File: src/rtl/rls_pkg.sv
package rls_pkg;
   // bit positions inside the status word
   localparam int ST_READY = 0;
   localparam int ST_OVR   = 1;
   localparam int ST_PAR   = 2;
   localparam int ST_FRM   = 3;
   localparam int ST_W     = 8;
   localparam int TAG_W    = 2;

   typedef struct packed {
      logic par;
      logic frm;
   } rls_tags_t;
endpackage

File: src/rtl/rls_store.sv
module rls_store
   import rls_pkg::*;
#(
   parameter int DEPTH  = 16,
   parameter int DATA_W = 8,
   localparam int PW    = (DEPTH > 1) ? $clog2(DEPTH) : 1,
   localparam int CW    = $clog2(DEPTH + 1),
   localparam int EW    = DATA_W + TAG_W
) (
   input  logic              clk,
   input  logic              rst_n,
   input  logic              flush,
   input  logic              push,
   input  logic              pop,
   input  logic              ovw,
   input  logic [DATA_W-1:0] in_data,
   input  rls_tags_t         in_tags,
   output logic [DATA_W-1:0] head_data,
   output rls_tags_t         head_tags,
   output logic [CW-1:0]     count
);
   if (DEPTH < 2) begin : g_bad_depth
      $error("rls_store: DEPTH must be at least 2");
   end
   if (DATA_W < 1) begin : g_bad_width
      $error("rls_store: DATA_W must be at least 1");
   end

   logic [EW-1:0] mem [DEPTH];
   logic [PW-1:0] wr_ptr, rd_ptr, wr_nxt, rd_nxt;

   if ((DEPTH & (DEPTH - 1)) == 0) begin : g_pow2
      assign wr_nxt = wr_ptr + 1'b1;
      assign rd_nxt = rd_ptr + 1'b1;
   end else begin : g_wrap
      assign wr_nxt = (wr_ptr == PW'(DEPTH - 1)) ? '0 : wr_ptr + 1'b1;
      assign rd_nxt = (rd_ptr == PW'(DEPTH - 1)) ? '0 : rd_ptr + 1'b1;
   end

   always_ff @(posedge clk) begin
      if (!rst_n) begin
         for (int i = 0; i < DEPTH; i++) mem[i] <= '0;
      end else if (!flush) begin
         if (push)     mem[wr_ptr] <= {in_tags, in_data};
         else if (ovw) mem[rd_ptr] <= {in_tags, in_data};
      end
   end

   always_ff @(posedge clk) begin
      if (!rst_n || flush) begin
         wr_ptr <= '0;
         rd_ptr <= '0;
         count  <= '0;
      end else begin
         if (push) wr_ptr <= wr_nxt;
         if (pop)  rd_ptr <= rd_nxt;
         case ({push, pop})
            2'b10:   count <= count + 1'b1;
            2'b01:   count <= count - 1'b1;
            default: count <= count;
         endcase
      end
   end

   assign {head_tags, head_data} = mem[rd_ptr];


   no_overflow_chk: assert property (@(posedge clk) disable iff (!rst_n)
      (push && !pop && !flush) |-> (count < CW'(DEPTH)));


   pop_nonempty_chk: assert property (@(posedge clk) disable iff (!rst_n)
      pop |-> (count != '0));
endmodule

File: src/rtl/rls_admit.sv
module rls_admit #(
   parameter int DEPTH = 16,
   localparam int CW   = $clog2(DEPTH + 1)
) (
   input  logic          fifo_mode,
   input  logic          flush,
   input  logic          char_done,
   input  logic          rd_data,
   input  logic [CW-1:0] count,
   output logic          push,
   output logic          pop,
   output logic          ovw,
   output logic          ovr_evt,
   output logic          reveal
);
   logic [CW-1:0] limit;
   logic          room, arrive, is0, is1;

   always_comb begin
      limit   = fifo_mode ? CW'(DEPTH) : CW'(1);
      is0     = (count == '0);
      is1     = (count == CW'(1));
      arrive  = char_done && !flush;
      pop     = rd_data && !is0 && !flush;
      room    = (count < limit) || pop;
      push    = arrive && room;
      ovw     = arrive && !room && !fifo_mode;
      ovr_evt = arrive && !room;
      // a different character becomes the oldest one held
      reveal  = ovw || (pop && !is1) || (push && (is0 || (pop && is1)));
   end
endmodule

File: src/rtl/rls_flags.sv
module rls_flags
   import rls_pkg::*;
(
   input  logic      clk,
   input  logic      rst_n,
   input  logic      reveal,
   input  logic      ovr_evt,
   input  logic      rd_status,
   input  logic      has_data,
   input  rls_tags_t head_tags,
   output logic      ovr,
   output logic      par,
   output logic      frm
);
   logic ovr_q, par_q, frm_q, pend_q;
   logic par_vis, frm_vis;

   assign par_vis = par_q || (pend_q && has_data && head_tags.par);
   assign frm_vis = frm_q || (pend_q && has_data && head_tags.frm);

   always_ff @(posedge clk) begin
      if (!rst_n) begin
         ovr_q  <= 1'b0;
         par_q  <= 1'b0;
         frm_q  <= 1'b0;
         pend_q <= 1'b0;
      end else begin
         ovr_q  <= ovr_evt || (ovr_q && !rd_status);
         par_q  <= par_vis && !rd_status;
         frm_q  <= frm_vis && !rd_status;
         pend_q <= reveal;
      end
   end

   assign ovr = ovr_q;
   assign par = par_vis;
   assign frm = frm_vis;


   ovr_set_chk: assert property (@(posedge clk) disable iff (!rst_n)
      ovr_evt |=> ovr);


   ovr_clr_chk: assert property (@(posedge clk) disable iff (!rst_n)
      (rd_status && !ovr_evt) |=> !ovr);


   par_clr_chk: assert property (@(posedge clk) disable iff (!rst_n)
      (rd_status && !reveal) |=> !par);
endmodule

File: src/rtl/rx_line_status.sv
module rx_line_status
   import rls_pkg::*;
#(
   parameter int DEPTH  = 16,
   parameter int DATA_W = 8
) (
   input  logic              clk,
   input  logic              rst_n,
   input  logic              fifo_mode,
   input  logic              char_done,
   input  logic [DATA_W-1:0] char_data,
   input  logic              char_par_err,
   input  logic              char_frm_err,
   input  logic              rd_data,
   input  logic              rd_status,
   input  logic              wr_status,
   output logic [DATA_W-1:0] data_out,
   output logic [ST_W-1:0]   status_out,
   output logic              line_irq
);
   localparam int CW = $clog2(DEPTH + 1);

   logic          mode_q, flush;
   logic          push, pop, ovw, ovr_evt, reveal;
   logic [CW-1:0] count;
   rls_tags_t     in_tags, head_tags;
   logic          ovr, par, frm, ready;

   always_ff @(posedge clk) begin
      if (!rst_n) mode_q <= 1'b0;
      else        mode_q <= fifo_mode;
   end
   assign flush = (fifo_mode != mode_q);

   assign in_tags.par = char_par_err;
   assign in_tags.frm = char_frm_err;

   rls_admit #(.DEPTH(DEPTH)) admit_i (
      .fifo_mode (fifo_mode),
      .flush     (flush),
      .char_done (char_done),
      .rd_data   (rd_data),
      .count     (count),
      .push      (push),
      .pop       (pop),
      .ovw       (ovw),
      .ovr_evt   (ovr_evt),
      .reveal    (reveal)
   );

   rls_store #(.DEPTH(DEPTH), .DATA_W(DATA_W)) store_i (
      .clk       (clk),
      .rst_n     (rst_n),
      .flush     (flush),
      .push      (push),
      .pop       (pop),
      .ovw       (ovw),
      .in_data   (char_data),
      .in_tags   (in_tags),
      .head_data (data_out),
      .head_tags (head_tags),
      .count     (count)
   );

   assign ready = (count != '0);

   rls_flags flags_i (
      .clk       (clk),
      .rst_n     (rst_n),
      .reveal    (reveal),
      .ovr_evt   (ovr_evt),
      .rd_status (rd_status),
      .has_data  (ready),
      .head_tags (head_tags),
      .ovr       (ovr),
      .par       (par),
      .frm       (frm)
   );

   always_comb begin
      status_out           = '0;
      status_out[ST_READY] = ready;
      status_out[ST_OVR]   = ovr;
      status_out[ST_PAR]   = par;
      status_out[ST_FRM]   = frm;
   end
   assign line_irq = ovr || par || frm;


   ready_after_push_chk: assert property (@(posedge clk) disable iff (!rst_n)
      push |=> status_out[ST_READY]);


   wr_ignore_chk: assert property (@(posedge clk) disable iff (!rst_n)
      (wr_status && !rd_status && !char_done && !rd_data && !flush)
      |=> ($stable(status_out) && $stable(line_irq)));


   hold_limit_chk: assert property (@(posedge clk) disable iff (!rst_n)
      (!fifo_mode && !flush && count <= CW'(1)) |=> (count <= CW'(1) || fifo_mode));
endmodule

File: config.mk
export PLATFORM = sky130hd
export DESIGN_NAME = rx_line_status
export DESIGN_NICKNAME = d
export VERILOG_FILES = /design/src/rtl/rls_pkg.sv /design/src/rtl/rls_store.sv /design/src/rtl/rls_admit.sv /design/src/rtl/rls_flags.sv /design/src/rtl/rx_line_status.sv
export SDC_FILE = /design/constraint.sdc
export NUM_CORES = 1
export LEC_CHECK = 0
export BUFFER_PORTS_ARGS = -buffer_cell sky130_fd_sc_hd__buf_4
export CAP_MARGIN = 20
export CORE_MARGIN = 3
export CORE_UTILIZATION = 40
export CTS_CLUSTER_SIZE = 25
export DETAILED_ROUTE_END_ITERATION = 10
export PLACE_DENSITY = 0.69
export RECOVER_POWER = 100
export SETUP_SLACK_MARGIN = 0.4
export SYNTH_ARGS = -nofsm -noshare
export SYNTH_HDL_FRONTEND = slang
export SYNTH_SLANG_ARGS = --single-unit
File: constraint.sdc
create_clock -name clk -period 3.57 [get_ports clk]
set_clock_uncertainty 0.05 [all_clocks]
set_input_delay 0.357 -clock clk [delete_from_list [all_inputs] [get_ports clk]]
set_output_delay 0.357 -clock clk [all_outputs]
set_load 0.02 [all_outputs]
==> results of run 1 <==
==> metal layers <==
metal / GRT usage / share of wire / routed length, microns
met3: 0.02837 / 0.065 / 1329
met4: 0.06350 / 0.027 / 556
met5: 0 / 0 / 0
met2: 0.2820 / 0.50 / 10160
met1: 0.2291 / 0.41 / 8391
==> registers in the layout, summed over array words and instances (netlist names), named ones only <==
name            cells
flags_i.ovr         1
mode_q              1
store_i.wr_ptr      4
store_i.rd_ptr      4
store_i.mem       160
store_i.count       5
flags_i.par_q       1
flags_i.pend_q      1
flags_i.frm_q       1
==> area by class of cell <==
cell class / count / area (sq um)
Clock buffer: 18 / 429.2
Clock inverter: 14 / 166.4
Fill cell: 1845 / 11450
Inverter: 21 / 78.83
Multi-Input combinational cell: 380 / 3227
Sequential cell: 182 / 5250
Tap cell: 275 / 344.1
Timing Repair Buffer: 68 / 476.7
==> path summary, 6_finish.rpt <==
path / start / to / slack (ps) / cells past startpoint
hold / removal: fifo_mode / mode_q / 140 / 2
hold reg to reg: flags_i.par_q / flags_i.par_q / 430 / 2
setup reg to reg: store_i.count[1] / store_i.mem[5][5] / 300 / 10
setup / recovery: store_i.count[1] / store_i.mem[5][5] / 300 / 10
==> through the flow <==
step	hold WS (ps)	setup slack, ps	util
4_1_cts	123.2	458.5	0.4661
3_5_place_dp	425.2	282.9	0.4379
5_1_grt	147.2	164.0	0.4656
6_report	138.3	304.0	0.4656
2_1_floorplan	398.8	212.0	-
3_3_place_gp	407.0	411.7	0.4379
==> where the power goes <==
group / switching, uW / total, uW / internal [uW]
combinational: 205 / 316 / 111
clock: 820 / 1870 / 1050
sequential: 26.0 / 2400 / 2380
total: 1050 / 4590 / 3540
==> kinds of logic (layout without fill, tap and decap cells) <==
group / Yosys count / after routing / share of synthesized area
AOI/OAI and AO/OA: 58 / 58 / 0.04970
and+or+nand+nor: 240 / 240 / 0.1550
other: 1 / 4 / 0.0004220
adders and majority gates: 8 / 8 / 0.01126
xor gates and xnor gates: 10 / 10 / 0.009856
muxes: 60 / 60 / 0.1329
buffers and inverters: 91 / 121 / 0.05055
DFF: 182 / 182 / 0.5903
==> what timing repair did <==
item,CTS,global route
buffers inserted,0,3
gates resized for setup,3,16
setup endpoints to repair,114,103
gates cloned,0,2
==> placed cells by master (no fill, tap or decap), types with 8 or more instances in the layout <==
cell type / count
a21oi_1: 9
clkbuf_16: 17
nand2_1: 20
inv_1: 21
and3_1: 120
nand3_1: 9
nor2_1: 39
and2_1: 18
buf_4: 46
clkbuf_1: 13
ha_1: 8
mux2i_1: 9
o21ai_0: 12
mux4_2: 46
dfxtp_1: 20
edfxtp_1: 160
==> Yosys cell counts, types with 9 or more instances <==
cell / count / share of area
edfxtp_1: 160 / 0.54
and3_1: 120 / 0.084
mux4_2: 46 / 0.12
clkbuf_1: 39 / 0.016
nor2_1: 39 / 0.016
and2_1: 25 / 0.018
dfxtp_1: 22 / 0.050
inv_1: 20 / 0.0084
nand2_1: 20 / 0.0084
o21ai_0: 16 / 0.0090
mux2i_1: 10 / 0.011
a21oi_1: 9 / 0.0051
buf_6: 9 / 0.011
nand3_1: 9 / 0.0051
==> worst max-delay path, delay by kind of cell, from the launching register on <==
kind | cells | cell delay [ps]
simple gates | 4 | 1400
compound gates | 1 | 200
flops | 1 | 360
fa+ha+maj | 1 | 180
buf+inv | 4 | 780
==> impl_results.md, run 1 <==
- DIE AREA: 24,040 sq um
- Die Y: 155.0 microns
- Hold Crit Class: in2reg
- Avg Cell Area, Syn: 13.67 sq um
- CTS H-Tree Depth: 4
- # diodes: 0
- Relative slew slack: 0.2709
- Total Wirelength: 20.44 mm
- Share of layout cells above drive strength 1: 0.2211
- Slew @ Worst Pin: 1094 ps
- Antenna Nets Post-Route: 0
- EDFF count, synth: 160
- Max-cap viol count: 0
- Post-Syn Instances: 650
- IO Port Bufs: 28
- Netlist Area Pre-Place: 8886 sq um
- Status: complete, no violations
- Post-synthesis async set-or-reset flop share: 0
- CP cell instances: inv_1 > ha_1 > or4b_4 > nand3_4 > inv_1 > or4_1 > buf_4 > a22oi_2 > nand2b_1 > buf_4
- Fin crit period: 3266 ps
- DR WL/cell: 21.33 microns
- Via Count: 5,598
- Starting density of the core: 0.4149
- Clock sink count: 182
- CP startpoint kind: register
- Grt total ovfl: 0
- Post-cts hold buffer count: 0
- Final Hold Fails: 0
- Tcrit/Tclk final: 0.9148
- Most used DFF post-synth: edfxtp_1
- Die X: 155.0 microns
- Final nets: 695
- # rows: 53
- Routability congestion estimate: 0.8565
- Area after DPL: 9379 sq um
- Cell Pwr Density: 460.5 nW/um^2
- Initial antenna violation count: 0
- Largest net degree at the start of global routing: 61
- Final instance area: 9972 sq um
- Setup tns final: 0 ps
- DRT Pass-1 Iters: 5
- Power, Total: 4592 uW
- Peak supply drop: 0.0003101 V
- Highest clock rate: 306.2 MHz
- CTS tree: built
- Crit path max fanout: 11
- Clock Latency Late Sink: 420 ps
- YS warnings: 0
- Ports: 34
- CP peak stage delay: 620 ps
- Crit. End Element: register
- RSZ-0062 raised after global routing: yes
- Final Non-Filler Cells: 958
- Clock-pin slew on the worst setup and hold paths: 70 ps
- Max clock buf depth: 2
- First-pass GRT wire length: 31.46 mm
- Sequential fraction of the synthesis area: 0.5903
- DR DRC count: 0
- Total placed cells including tap cells: 921
- Synth unique cells: 55
- Pins Over Slew Limit: 0
- Setup Crit Path Kind: reg2reg
- All-layer global routing usage: 0.1710
- Inserted Clock Buffers: 17
- DP Wirelength: 13.21 mm
- Required time of the critical path: 3640 ps
- Seq cells post-synth: 182
- Drt via density: 5.843
- Clock root buffer: clkbuf_16
- CP max stage cell: or4_1
- DR iter-0 viols: 439
- Critical Path AT: 3340 ps
- Setup Viol. Count Final: 0
- Number of global-route vias before repair: 5,497
- Syn-to-layout area delta: 12.22%
- Cell leakage power: 0.003912 uW
- Core Area: 21,420 sq um
Note: power is estimated with default switching activity, not from simulation.
==> run 2, diff against run 1 <==
==> constraint.sdc (replaced) <==
create_clock -name clk -period 2.9 [get_ports clk]
set_clock_uncertainty 0.05 [all_clocks]
set_input_delay 0.29 -clock clk [delete_from_list [all_inputs] [get_ports clk]]
set_output_delay 0.29 -clock clk [all_outputs]
set_load 0.02 [all_outputs]
==> run 2 against run 1 <==
  * Wire length is 21% higher
  * Die area stayed put
  * Core utilization is 6.7 points higher
  * Critical path type unchanged
==> impl_results.md, run 2 (same netlist as run 1, synthesis figures left out) <==
- IO Port Bufs: 28
- Crit. End Element: register
- Hold Crit Class: in2reg
- Largest net degree at the start of global routing: 61
- Starting density of the core: 0.4149
- Tcrit/Tclk final: 0.9687
- Inserted Clock Buffers: 17
- Clock-pin slew on the worst setup and hold paths: 70 ps
- CTS tree: built
- Most flops, register: store_i.mem
- DIE AREA: 24,040 sq um
- Max clock buf depth: 2
- Hold Path Depth: 2
- # rows: 53
- M1 WL: 9.129 mm
- Number of global-route vias before repair: 6,252
- Share of layout cells above drive strength 1: 0.3689
- Pins Over Slew Limit: 0
- Highest clock rate: 356.0 MHz
- Required time of the critical path: 2960 ps
- Setup Viol. Count Final: 0
- All-layer global routing usage: 0.1978
- Relative slew slack: 0.1727
- Syn-to-layout area delta: 28.41%
- Fill count: 1,704
- DR WL/cell: 23.89 microns
- Status: complete, no violations
- Total Wirelength: 24.70 mm
- Initial antenna violation count: 0
- Commonest cells after routing, fill and taps aside: 160 x edfxtp_1, 117 x and3_1, 66 x buf_4
- Clock Latency Late Sink: 420 ps
- Critical Path AT: 2870 ps
- CP max stage cell: or4b_4
- Die Y: 155.0 microns
- DR iter-0 viols: 520
- Most frequent CP cell: or4b_4
- Crit path max fanout: 5
- Power, Total: 5708 uW
- Ports: 34
- DP Wirelength: 13.53 mm
- DRT Pass-1 Iters: 5
- Final nets: 771
- Cell Pwr Density: 500.2 nW/um^2
- Multi-input gate area: 3672 sq um
- R2R cell count: 10
- Most common cell after layout, fill and taps aside: edfxtp_1
- DR DRC count: 0
- Met2 routed WL: 12.62 mm
- CP peak stage delay: 530 ps
- Final hold slack: 66.68 ps
- # diodes: 0
- Fin crit period: 2809 ps
- Final Hold Fails: 0
- Peak supply drop: 0.0004014 V
- Setup tns final: 0 ps
- Drt via density: 5.954
- Setup Crit Path Kind: reg2reg
- Max-cap viol count: 0
- Routed wl met3: 2.231 mm
- CP cell instances: clkinv_1 > ha_4 > or4b_4 > nand3_4 > inv_4 > or4b_4 > buf_6 > clkbuf_1 > a22o_4 > nand2_2
- CP startpoint kind: register
- Grt total ovfl: 0
- RSZ-0062 raised after global routing: yes
- Routability congestion estimate: 0.8863
- Largest regs: store_i.mem (160), store_i.count (5)
- Via Count: 6,156
- Area after DPL: 9908 sq um
- Sequential cell area: 5259 sq um
- Antenna Nets Post-Route: 0
- Die X: 155.0 microns
- Clock root buffer: clkbuf_16
- Slew @ Worst Pin: 1241 ps
- First-pass GRT wire length: 36.04 mm
- CTS H-Tree Depth: 4
- Clock sink count: 182
- Largest register FFs: 160
- Final instance area: 11,410 sq um
- Cell leakage power: 0.004488 uW
- Top Metal Used: met4
- Core Area: 21,420 sq um
## run 2: metrics by stage
step	std cells	util	setup slack [ps]
after global routing	1034	0.5327	29.20
after detailed placement	934	0.4626	54.06
final	1034	0.5327	90.72
after floorplan	653	-	84.38
after CTS	1019	0.5265	150.9
after global placement	934	0.4626	110.0
## run 2: power by group
| group | internal (uW) | switching, uW | total [uW] |
|---|---|---|---|
| logic | 227 | 307 | 534 |
| clock network | 1130 | 1080 | 2210 |
| registers | 2930 | 35.4 | 2960 |
## run 2: metal layers
layer	track usage	vias up
met4	0.06644	0
met1	0.2554	3094
met2	0.3315	333
li1	-	2681
met3	0.04506	48
met5	0	-
## run 2: final cells by class
cell class / count / area share
Clock buffer: 17 / 0.03728
Clock inverter: 15 / 0.01162
Inverter: 21 / 0.007347
Multi-Input combinational cell: 387 / 0.3218
Sequential cell: 182 / 0.4609
Tap cell: 275 / 0.03015
Timing Repair Buffer: 137 / 0.1309
## run 2: worst max-delay path: cells and delay by family (launching register included)
family | cells | cell delay (ps)
adder cells (fa/ha/maj) | 1 | 140
buffers and inverters | 4 | 380
flip-flops | 1 | 320
AO/OA/AOI/OAI | 1 | 310
AND/OR/NAND/NOR | 4 | 1300
## run 2: timing repair
action                                  4_1_cts  5_1_grt
endpoints found under the setup margin      334      336
setup buffers                                38        8
cloned                                       15        7
gates resized for setup                      53       45
pin swaps                                    21        8
hold buffers                                  0        0
## run 2: final timing paths
path / slack [ps] / startpoint / endpoint
setup / recovery: 90 / store_i.count[0] / store_i.mem[7][7]
setup reg to reg: 90 / store_i.count[0] / store_i.mem[7][7]
hold reg to reg: 440 / flags_i.par_q / flags_i.par_q
hold / removal: 70 / fifo_mode / mode_q
==> run 3, diff against run 2 <==
--- a/config.mk
+++ b/config.mk
@@ -16,4 +16,5 @@
 export SETUP_SLACK_MARGIN = 0.4
 export SYNTH_ARGS = -nofsm -noshare
 export SYNTH_HDL_FRONTEND = slang
+export SYNTH_HIERARCHICAL = 1
 export SYNTH_SLANG_ARGS = --single-unit
==> run 3 against run 2 <==
  * The run now ends with setup timing left
  * Fmax decreased by 6.0%
  * Core utilization increased by 0.76 points
  * Total power increased by 2.7%
  * Final area decreased by 3.6%
  * Global-route usage decreased by 0.84 points
  * Critical path type unchanged
  * Highest routed layer unchanged
==> impl_results.md, run 3 <==
- Largest net degree at the start of global routing: 26
- Count leader, synth: nor2_1
- Commonest cells after routing, fill and taps aside: 168 x nor2_1, 160 x edfxtp_1, 59 x buf_4
- Largest register FFs: 160
- Netlist Area Pre-Place: 8333 sq um
- CP cell instances: or4_4 > o21ai_4 > o221ai_2 > nor3_2 > buf_4 > or3b_4 > a21oi_4 > buf_4 > nand3_4 > o21ai_4 > buf_12
- CTS tree: built
- Highest clock rate: 334.4 MHz
- Crit path max fanout: 10
- Tcrit/Tclk final: 1.031
- CP startpoint kind: register
- Final Non-Filler Cells: 995
- Total placed cells including tap cells: 927
- Ports: 34
- Area fraction of the dominant cell type after synthesis: 0.5766
- Fin crit period: 2990 ps
- All-layer global routing usage: 0.1894
- IO Port Bufs: 28
- Clock root buffer: clkbuf_16
- CP delay by family, top: simple AND/OR/NAND/NOR gates
- Relative slew slack: 0.6295
- Area contributors post-synth: edfxtp_1 58%, mux4_2 11%, nor2_1 8.2%
- Final Hold Fails: 0
- Failing checks: setup timing
- CP bufs+invs: 3
- # diodes: 0
- GR met2 Demand/Resource: 0.3261
- Pins Over Slew Limit: 0
- Cell Pwr Density: 532.6 nW/um^2
- DR DRC count: 0
- Largest regs: store_i/mem (160), store_i/count (5)
- Die X: 150.3 microns
- Syn-to-layout area delta: 32.04%
- Area leader, netlist: edfxtp_1
- Switching power: 1276 uW
- Utilization after layout: 0.5403
- Crit path from: store_i/count[1]
- DP Wirelength: 13.09 mm
- Routability congestion estimate: 0.8573
- Post-Syn Instances: 616
- Cell leakage power: 0.003918 uW
- Share of layout cells above drive strength 1: 0.3917
- Hold Crit Class: in2reg
- Inserted Clock Buffers: 17
- Clock Latency Late Sink: 430 ps
- CTS H-Tree Depth: 4
- Seq cells post-synth: 182
- Clock-pin slew on the worst setup and hold paths: 60 ps
- Status: finished with violations
- Setup Viol. Count Final: 235
- Net Sw Frac: 0.2178
- Required time of the critical path: 3000 ps
- Critical Path AT: 3090 ps
- Avg Cell Area, Syn: 13.53 sq um
- Crit. End Element: register
- DIE AREA: 22,600 sq um
- Antenna Nets Post-Route: 0
- RSZ-0062 raised after global routing: yes
- Min-delay src: rd_status
- Max-cap viol count: 0
- Number of global-route vias before repair: 5,715
- Setup Crit Path Kind: reg2reg
- Slew @ Worst Pin: 555.8 ps
- Drt via density: 5.451
- DR iter-0 viols: 535
- Clock sink count: 182
- Worst slack at placement: -171.6 ps
- Post-synthesis async set-or-reset flop share: 0
- Initial antenna violation count: 0
- Clk pwr share: 0.418
- CP max stage cell: or4_4
- Reg power frac: 0.504
- Sequential fraction of the synthesis area: 0.6294
- Most used DFF post-synth: edfxtp_1
- Final nets: 737
- First-pass GRT wire length: 31.26 mm
- Die Y: 150.3 microns
- EDFF count, synth: 160
- Synth unique cells: 49
- Met3 GRT Util: 0.04335
- DR WL/cell: 20.51 microns
- Total Wirelength: 20.41 mm
- Setup tns final: -9789 ps
- Post-synth top cells: 182 x nor2_1, 160 x edfxtp_1, 40 x mux4_2, 30 x nand2_1, 22 x dfxtp_1
- Most flops, register: store_i/mem
- Internal: 4584 uW
- # rows: 52
- Met1 Use GR: 0.2254
- DRT Pass-1 Iters: 4
- Most common cell after layout, fill and taps aside: nor2_1
- Grt total ovfl: 0
- Busiest metal layer after global routing: met2
- Starting density of the core: 0.4092
- Final WS setup: -90.10 ps
- Via Count: 5,424
- Worst R2R Start: store_i/count[1]
- CP peak stage delay: 550 ps
- Peak supply drop: 0.0004140 V
- Core Area: 20,360 sq um
- Logic pwr share: 0.078
- YS warnings: 6
- Max clock buf depth: 2
## run 3: cell count changes after synthesis, sizes merged, moves of 13 or more
| cell | delta |
|---|---|
| and3 | -120 |
| and2 | -22 |
| a22oi | +13 |
| nor2 | +143 |
| clkbuf | -30 |
| nand2 | +22 |
| inv | -15 |
## run 3: worst register-to-register path, stage by stage, from the launching register on
cell and delay [ps]:
dfxtp_1 310, or4_4 550, o21ai_4 160, o221ai_2 130, nor3_2 150, buf_4 140, or3b_4 380, a21oi_4 210
buf_4 160, nand3_4 110, o21ai_4 200, buf_12 150
## run 3: worst paths after layout
kind / endpoint / slack, ps / cells past startpoint
max: store_i/mem[10][5] / -90 / 11
min: flags_i/ovr / 140 / 3
max reg2reg: store_i/mem[10][5] / -90 / 11
min reg2reg: store_i/wr_ptr[2] / 510 / 2
## run 3: logic make-up (layout without fill, tap and decap cells)
group,after synthesis,in the layout,share of synthesized area
adders and majority gates,8,8,0.01291
and+or+nand+nor,264,264,0.1399
DFF,182,182,0.6294
other,1,4,0.0004500
xor gates and xnor gates,9,9,0.009460
muxes,50,50,0.1264
AOI/OAI and AO/OA,52,52,0.04249
buffers and inverters,50,156,0.03889
## run 3: through the flow
step	total power (uW)	hold slack, ps	area (sq um)
detailed placement	3410	493.9	9570
global route	6018	152.4	11000
floorplan	3229	357.5	8696
global placement	3392	490.3	9570
CTS	5882	120.1	10880
finish	5861	141.5	11000
## run 3: final cells by class
type | instances | area (sq um)
fillers | 1605 | 9361
flip-flops and latches | 182 | 5250
multi-input cells | 387 | 3288
repair buffers | 118 | 1480
clock buffers | 19 | 432.9
well taps | 270 | 337.8
clock inverters | 13 | 191.4
inverters | 6 | 22.52
## run 3: metal layers
| layer | routed length, microns | vias up |
|---|---|---|
| met5 | 0 | - |
| met4 | 727 | 0 |
| met3 | 1396 | 55 |
| met2 | 10680 | 224 |
| met1 | 7606 | 2721 |
| li1 | - | 2424 |
## run 3: power groups by stage
stage	Combinational (uW)	Sequential (uW)	Clock [uW]
2_1_floorplan	231	3000	0
3_3_place_gp	391	3000	0
3_5_place_dp	401	3010	0
4_1_cts	451	2950	2480
5_1_grt	485	2960	2570
6_report	460	2950	2450
## run 3: what timing repair did
item,in CTS,in global routing
setup endpoints to repair,335,335
setup buffers,27,3
hold buffers,0,0
gates cloned,5,1
pin swaps,21,3
gates resized for setup,67,24
